===== src/rtl/susp_pkg.sv =====
package susp_pkg;

  typedef enum logic [2:0] {
    ST_IDLE    = 3'd0,
    ST_REQ     = 3'd1,
    ST_HALT    = 3'd2,
    ST_SETTLE  = 3'd3,
    ST_RELEASE = 3'd4
  } susp_state_e;

  // Decrement that stops at zero.
  function automatic logic [7:0] dec_floor(input logic [7:0] v);
    return (v == 8'd0) ? 8'd0 : v - 8'd1;
  endfunction

  // Read value: delay field kept, reserved bits cleared, enable kept.
  function automatic logic [7:0] ctl_view(input logic [7:0] raw, input int dw);
    logic [7:0] r;
    r = 8'd0;
    for (int i = 0; i < 8; i++) begin
      if (i == 0 || i >= 8 - dw) r[i] = raw[i];
    end
    return r;
  endfunction

endpackage


===== src/rtl/susp_ctl_reg.sv =====
module susp_ctl_reg #(
  parameter int REG_W = 8,
  parameter int DLY_W = 4
) (
  input  logic             clk,
  input  logic             rst_n,
  input  logic             wr_en,
  input  logic [REG_W-1:0] wr_data,
  output logic [REG_W-1:0] rd_data,
  output logic [DLY_W-1:0] dly_val,
  output logic             stop_en
);
  localparam int DLY_LSB = REG_W - DLY_W;
  localparam int RSV_W   = DLY_LSB - 1;

  logic [DLY_W-1:0] dly_q;
  logic             en_q;

  always_ff @(posedge clk or negedge rst_n) begin
    if (!rst_n) begin
      dly_q <= '0;
      en_q  <= 1'b0;
    end else if (wr_en) begin
      dly_q <= wr_data[REG_W-1:DLY_LSB];
      en_q  <= wr_data[0];
    end
  end

  generate
    if (RSV_W > 0) begin : g_rsv
      assign rd_data = {dly_q, {RSV_W{1'b0}}, en_q};
    end else begin : g_nrsv
      assign rd_data = {dly_q, en_q};
    end
  endgenerate

  assign dly_val = dly_q;
  assign stop_en = en_q;

  // reserved bits always read as zero
  a_r1_reserved_zero: assert property (@(posedge clk) disable iff (!rst_n)
    rd_data[DLY_LSB-1:1] == '0);

  // a write is reflected on the next cycle
  a_r1_write_visible: assert property (@(posedge clk) disable iff (!rst_n)
    wr_en |=> (rd_data[0] == $past(wr_data[0])));

endmodule


===== src/rtl/susp_delay_timer.sv =====
module susp_delay_timer #(
  parameter int DLY_W = 4
) (
  input  logic             clk,
  input  logic             rst_n,
  input  logic             load,
  input  logic [DLY_W-1:0] load_val,
  input  logic             tick,
  output logic             done
);
  import susp_pkg::*;

  logic [DLY_W-1:0] remain_q;
  logic [7:0]       remain_ext;

  assign remain_ext = 8'(remain_q);

  always_ff @(posedge clk or negedge rst_n) begin
    if (!rst_n) begin
      remain_q <= '0;
    end else if (load) begin
      remain_q <= load_val;
    end else if (tick) begin
      remain_q <= DLY_W'(dec_floor(remain_ext));
    end
  end

  assign done = (remain_q == '0);

  // without a reload the count never grows
  a_r7_monotonic: assert property (@(posedge clk) disable iff (!rst_n)
    !$past(load) |-> remain_q <= $past(remain_q));

  // count only moves on a tick or a load
  a_r7_tick_only: assert property (@(posedge clk) disable iff (!rst_n)
    (!load && !tick) |=> $stable(remain_q));

endmodule


===== src/rtl/susp_seq_fsm.sv =====
module susp_seq_fsm #(
  parameter int DLY_W = 4
) (
  input  logic             clk,
  input  logic             rst_n,
  input  logic             start_cmd,
  input  logic             stop_en,
  input  logic [DLY_W-1:0] dly_val,
  input  logic             brk_evt,
  input  logic             susp_ack_n,
  input  logic             timer_done,
  output logic             timer_load,
  output logic [DLY_W-1:0] timer_val,
  output logic             susp_req_n,
  output logic             clk_stop
);
  import susp_pkg::*;

  susp_state_e      state_q, state_d;
  logic             mode_q;
  logic [DLY_W-1:0] dly_q;
  logic             pend_q;

  // Named internal events
  logic ack_seen;
  logic brk_service;
  logic accept_cmd;
  logic settle_over;

  assign ack_seen    = !susp_ack_n;
  assign accept_cmd  = (state_q == ST_IDLE) && start_cmd;
  assign brk_service = (state_q == ST_HALT) && (brk_evt || pend_q);
  assign settle_over = (state_q == ST_SETTLE) && timer_done;

  always_comb begin
    state_d = state_q;
    unique case (state_q)
      ST_IDLE:    if (accept_cmd) state_d = ST_REQ;
      ST_REQ:     if (ack_seen) state_d = ST_HALT;
      ST_HALT:    if (brk_service) state_d = mode_q ? ST_SETTLE : ST_RELEASE;
      ST_SETTLE:  if (settle_over) state_d = ST_RELEASE;
      ST_RELEASE: if (!ack_seen) state_d = ST_IDLE;
      default:    state_d = ST_IDLE;
    endcase
  end

  always_ff @(posedge clk or negedge rst_n) begin
    if (!rst_n) begin
      state_q <= ST_IDLE;
      mode_q  <= 1'b0;
      dly_q   <= '0;
      pend_q  <= 1'b0;
    end else begin
      state_q <= state_d;
      if (accept_cmd) begin
        mode_q <= stop_en;
        dly_q  <= dly_val;
      end
      if (state_q == ST_IDLE) pend_q <= 1'b0;
      else if (state_q == ST_REQ && brk_evt) pend_q <= 1'b1;
      else if (brk_service) pend_q <= 1'b0;
    end
  end

  assign timer_load = brk_service && mode_q;
  assign timer_val  = dly_q;
  assign susp_req_n = !(state_q == ST_REQ || state_q == ST_HALT ||
                        state_q == ST_SETTLE);
  assign clk_stop   = (state_q == ST_HALT) && mode_q;

  // clock stop only rises after the acknowledge was seen
  a_r5_stop_after_ack: assert property (@(posedge clk) disable iff (!rst_n)
    $rose(clk_stop) |-> $past(ack_seen));

  // no clock stop in handshake-only suspends
  a_r4_no_stop_light: assert property (@(posedge clk) disable iff (!rst_n)
    clk_stop |-> mode_q);

  // clock stop only while suspend is requested
  a_r6_stop_in_susp: assert property (@(posedge clk) disable iff (!rst_n)
    clk_stop |-> !susp_req_n);

  // in clock-stop mode the release follows an expired delay
  a_r7_release_timed: assert property (@(posedge clk) disable iff (!rst_n)
    ($rose(susp_req_n) && mode_q) |-> $past(settle_over));

  // idle is left only through a command
  a_r10_idle_exit: assert property (@(posedge clk) disable iff (!rst_n)
    ($past(state_q) == ST_IDLE && state_q != ST_IDLE) |-> $past(start_cmd));

  // mode is stable while busy
  a_r9_mode_hold: assert property (@(posedge clk) disable iff (!rst_n)
    (state_q != ST_IDLE && $past(state_q) != ST_IDLE) |-> $stable(mode_q));

endmodule


===== src/rtl/susp_seq_top.sv =====
module susp_seq_top #(
  parameter int REG_W = 8,
  parameter int DLY_W = 4
) (
  input  logic             clk,
  input  logic             rst_n,
  input  logic             cfg_wr_en,
  input  logic [REG_W-1:0] cfg_wr_data,
  output logic [REG_W-1:0] cfg_rd_data,
  input  logic             cmd_wr_en,
  input  logic [REG_W-1:0] cmd_wr_data,
  input  logic             ms_tick,
  input  logic             brk_evt,
  input  logic             susp_ack_n,
  output logic             susp_req_n,
  output logic             clk_stop
);
  logic [DLY_W-1:0] dly_val;
  logic             stop_en;
  logic             timer_load;
  logic [DLY_W-1:0] timer_val;
  logic             timer_done;
  logic             start_cmd;

  assign start_cmd = cmd_wr_en && cmd_wr_data[0];

  susp_ctl_reg #(.REG_W(REG_W), .DLY_W(DLY_W)) u_ctl (
    .clk     (clk),
    .rst_n   (rst_n),
    .wr_en   (cfg_wr_en),
    .wr_data (cfg_wr_data),
    .rd_data (cfg_rd_data),
    .dly_val (dly_val),
    .stop_en (stop_en)
  );

  susp_delay_timer #(.DLY_W(DLY_W)) u_tmr (
    .clk      (clk),
    .rst_n    (rst_n),
    .load     (timer_load),
    .load_val (timer_val),
    .tick     (ms_tick),
    .done     (timer_done)
  );

  susp_seq_fsm #(.DLY_W(DLY_W)) u_fsm (
    .clk        (clk),
    .rst_n      (rst_n),
    .start_cmd  (start_cmd),
    .stop_en    (stop_en),
    .dly_val    (dly_val),
    .brk_evt    (brk_evt),
    .susp_ack_n (susp_ack_n),
    .timer_done (timer_done),
    .timer_load (timer_load),
    .timer_val  (timer_val),
    .susp_req_n (susp_req_n),
    .clk_stop   (clk_stop)
  );

  // a start command from idle requests suspend next cycle
  a_r3_start: assert property (@(posedge clk) disable iff (!rst_n)
    (start_cmd && susp_req_n && !clk_stop && susp_ack_n) |=> !susp_req_n);

endmodule


===== config.mk =====
export PLATFORM = sky130hd
export DESIGN_NAME = susp_seq_top
export DESIGN_NICKNAME = d
export VERILOG_FILES = /design/src/rtl/susp_pkg.sv /design/src/rtl/susp_ctl_reg.sv /design/src/rtl/susp_delay_timer.sv /design/src/rtl/susp_seq_fsm.sv /design/src/rtl/susp_seq_top.sv
export SDC_FILE = /design/constraint.sdc
export NUM_CORES = 1
export LEC_CHECK = 0
export BUFFER_PORTS_ARGS = -buffer_cell sky130_fd_sc_hd__buf_2
export CAP_MARGIN = 15
export CORE_UTILIZATION = 50
export CTS_BUF_LIST = sky130_fd_sc_hd__clkbuf_2
export DETAILED_ROUTE_END_ITERATION = 8
export GPL_ROUTABILITY_DRIVEN = 0
export GPL_TIMING_DRIVEN = 0
export PLACE_DENSITY_LB_ADDON = 0.2
export SLEW_MARGIN = 15
export SYNTH_ARGS = -nofsm -noshare
export SYNTH_HDL_FRONTEND = slang
export SYNTH_SLANG_ARGS = --single-unit

===== constraint.sdc =====
create_clock -name clk -period 1.85 [get_ports clk]
set_clock_uncertainty 0.1 [all_clocks]
set_input_delay 0.185 -clock clk [delete_from_list [all_inputs] [get_ports clk]]
set_output_delay 0.185 -clock clk [all_outputs]
set_load 0.02 [all_outputs]

==> results.md <==
- Most frequent cells in the layout: buf_2, dfrtp_1, mux2_2
- GRT Total Usage: 18.83%
- IO Pins: 33
- Syn_area_per_cell: 11.78 µm²
- TritonCTS Sinks: 18
- R2r setup slk: 0.29 ns
- Total of max-cap violations: 0
- Synthesized-area fraction occupied by and/or/nand/nor cells: 15.31%
- Worst Reg-to-Reg Cells: 4
- Most common cell after layout, fill and taps aside: buf_2
- Synth Area in Adders: 0%
- Crit path capture type: output port
- Die Footprint: 0.001989 mm²
- DRC viols: 0
- Crit share post-route: 85.62%
- Largest family of logic cells by synthesized area: multiplexers
- Multiplexer share of the synthesized area: 19.45%
- Final Net Count: 132
- Crit-path cells: buf_2, nand2_1, nor3_1, buf_2
- Initial antenna violation count: 0
- Hold Path End: u_fsm.pend_q
- Reg-to-Reg End: u_fsm.timer_val[2]
- Synth Warn #: 0
- Hold depth: 3
- Slowest CP cell: dfrtp_1
- Register Area: 450.4 µm²
- Synthesized cell area: 907.1 µm²
- Netlist cell types: 30
- CTS tree: built
- Fin crit period: 1.584 ns
- Drt first pass iters: 4
- P per Cell Area: 1227 mW/mm²
- Area delta synth->final: 23.45%
- Post-CTS setup repair buffer count: 0
- Hold Crit Class: input port to flip-flop
- Final setup fails: 0
- Port Buffers: 19
- Post-synth EDFFs: 0
- Share of cells above drive strength 1: 42.59%
- Synth top area cells: dfrtp_1, mux2_2, mux2_4
- Detailed Place HPWL: 1.123 mm
- Cts repair resizes: 0
- Status: finished, final reports clean
- Cell area after layout: 0.001120 mm²
- Die span in y: 44.60 µm
- Clk_lat worst skew: 0.29 ns
- Hold Crit Start: brk_evt
- Row count: 15
- Worst vdd ir: 0.7267 mV
- RSZ-0062 raised after global routing: false
- Crit-path most repeated cell: buf_2
- DR WL/cell: 11.74 µm
- Core area: 0.001708 mm²
- Layout fillers: 150
- Reg2Reg Launch Point: u_fsm.state_q[2]
- Worst path arrival time: 1.30 ns
- Required time of the critical path: 1.56 ns
- Largest net degree at the start of global routing: 19
- Max-slew violations: 0
- ANT nets after route: 0
- Pleak: 0.5305 nW
- Fmax: 631.3 MHz
- CP Max Fanout: 10
- Cells after synthesis: 77
- Dominant cell type by area after synthesis: dfrtp_1
- Startpoint type of the worst setup path: flip-flop
- Post-synthesis register bit count: 18
- Vias in the first global route: 645
- Placed Area: 0.001041 mm²
- Worst-path clk slew: 0.17 ns
- Worst-case clock buffer depth: 2
- Area occupied by multi-input gates: 410.4 µm²
- Hold Slack: 0.06031 ns
- Drt total wl: 1.561 mm
- Total gr overflow: 0
- Initial Utilization: 53.11%
- Initial drt markers: 14
- Post-synthesis xor/xnor area fraction: 0%
- Routed vias/inst: 4.887
- H-tree levels: 1
- Setup_tns: 0 ns
- Critical path's largest stage delay: 0.37 ns
- First-pass GRT wire length: 2.670 mm
- Endpoints failing hold: 0
- Width of the die: 44.60 µm
- Vias: 650
- Num CTS Buffers: 3
- Crit Path Category: flip-flop to output port
- Worst setup startpoint: u_fsm.state_q[1]
- Clk root buf: clkbuf_2
- Seq/Total Area, Yosys: 49.66%
- Ys flop type: dfrtp_1
- Async set-reset flop share out of synthesis: 100.0%
- ANT cells: 0
- Synth Area in Compound Gates: 9.241%
- Share of the synthesized area in the top cell type: 49.66%
[repair_timing]
action,in CTS,in global routing
setup endpoints to repair,0,0
hold buffers,5,1
hold endpoints to repair,22,1
[critical path, delay by kind of cell (launching register included)]
family | cells | cell delay, ns
buf+inv | 2 | 0.38
flops | 1 | 0.37
simple gates | 2 | 0.26
[power breakdown]
group | switching, W | internal, W
registers | 0.000118 | 0.000522
clock network | 0.000119 | 0.0000470
logic | 0.000254 | 0.000314
[sequential cells by signal (all words and copies together) (netlist names)]
name,count
u_fsm.timer_val,4
u_fsm.pend_q,1
u_fsm.mode_q,1
u_fsm.state_q,3
u_ctl.dly_val,4
u_ctl.stop_en,1
u_tmr.remain_q,4
[logic make-up after synthesis]
group | after synthesis
buffers and inverters | 8
AND/OR/NAND/NOR | 23
AO/OA/AOI/OAI | 13
multiplexers | 14
other | 1
flip-flops | 18
[layout make-up]
| type | instances | area share (%) |
|---|---|---|
| plain buffers | 6 | 4.134 |
| clock buffers | 3 | 1.341 |
| clock inverters | 1 | 0.3352 |
| inverters | 2 | 0.6704 |
| multi-input cells | 53 | 36.65 |
| flip-flops and latches | 18 | 40.22 |
| well taps | 25 | 2.793 |
| repair buffers | 25 | 13.85 |
[worst max-delay path by stage]
| stage | cells past startpoint | endpoint | slack, ns |
|---|---|---|---|
| 4_1_cts | 4 | clk_stop | 0.27 |
| 3_5_place_dp | 4 | u_fsm.mode_q | 0.32 |
| 6_report | 4 | clk_stop | 0.27 |
| 2_1_floorplan | 4 | u_fsm.mode_q | 0.44 |
| 5_1_grt | 4 | clk_stop | 0.13 |
| 3_3_place_gp | 4 | u_fsm.mode_q | 0.35 |
[stage by stage]
| stage | cells | utilization, % | worst slack (ns) | total power (W) |
|---|---|---|---|---|
| after floorplan | 79 | - | 0.4351 | 0.001075 |
| after global placement | 123 | 60.95 | 0.3535 | 0.001189 |
| after detailed placement | 123 | 60.95 | 0.3175 | 0.001212 |
| after CTS | 132 | 64.98 | 0.2692 | 0.001381 |
| after global routing | 133 | 65.57 | 0.1262 | 0.001490 |
| final | 133 | 65.57 | 0.2659 | 0.001374 |
[cell usage after synthesis, types with 2 or more instances]
cell type and instances:
a21oi_1 3, mux2_2 9, mux2_4 5, buf_4 4, nand2b_1 3, nor3_1 2, nor2_1 6, nand2_1 2
o21ai_0 4, dfrtp_1 18, inv_1 2
[per-layer routing]
metal	part of all wire, %	up-vias	global-route usage, %
li1	-	331	-
met1	44	303	22.75
met2	51	14	32.65
met3	3.8	2	4.082
met4	0.64	0	7.273
met5	0	-	0
Power figures use the tool's default switching activity.
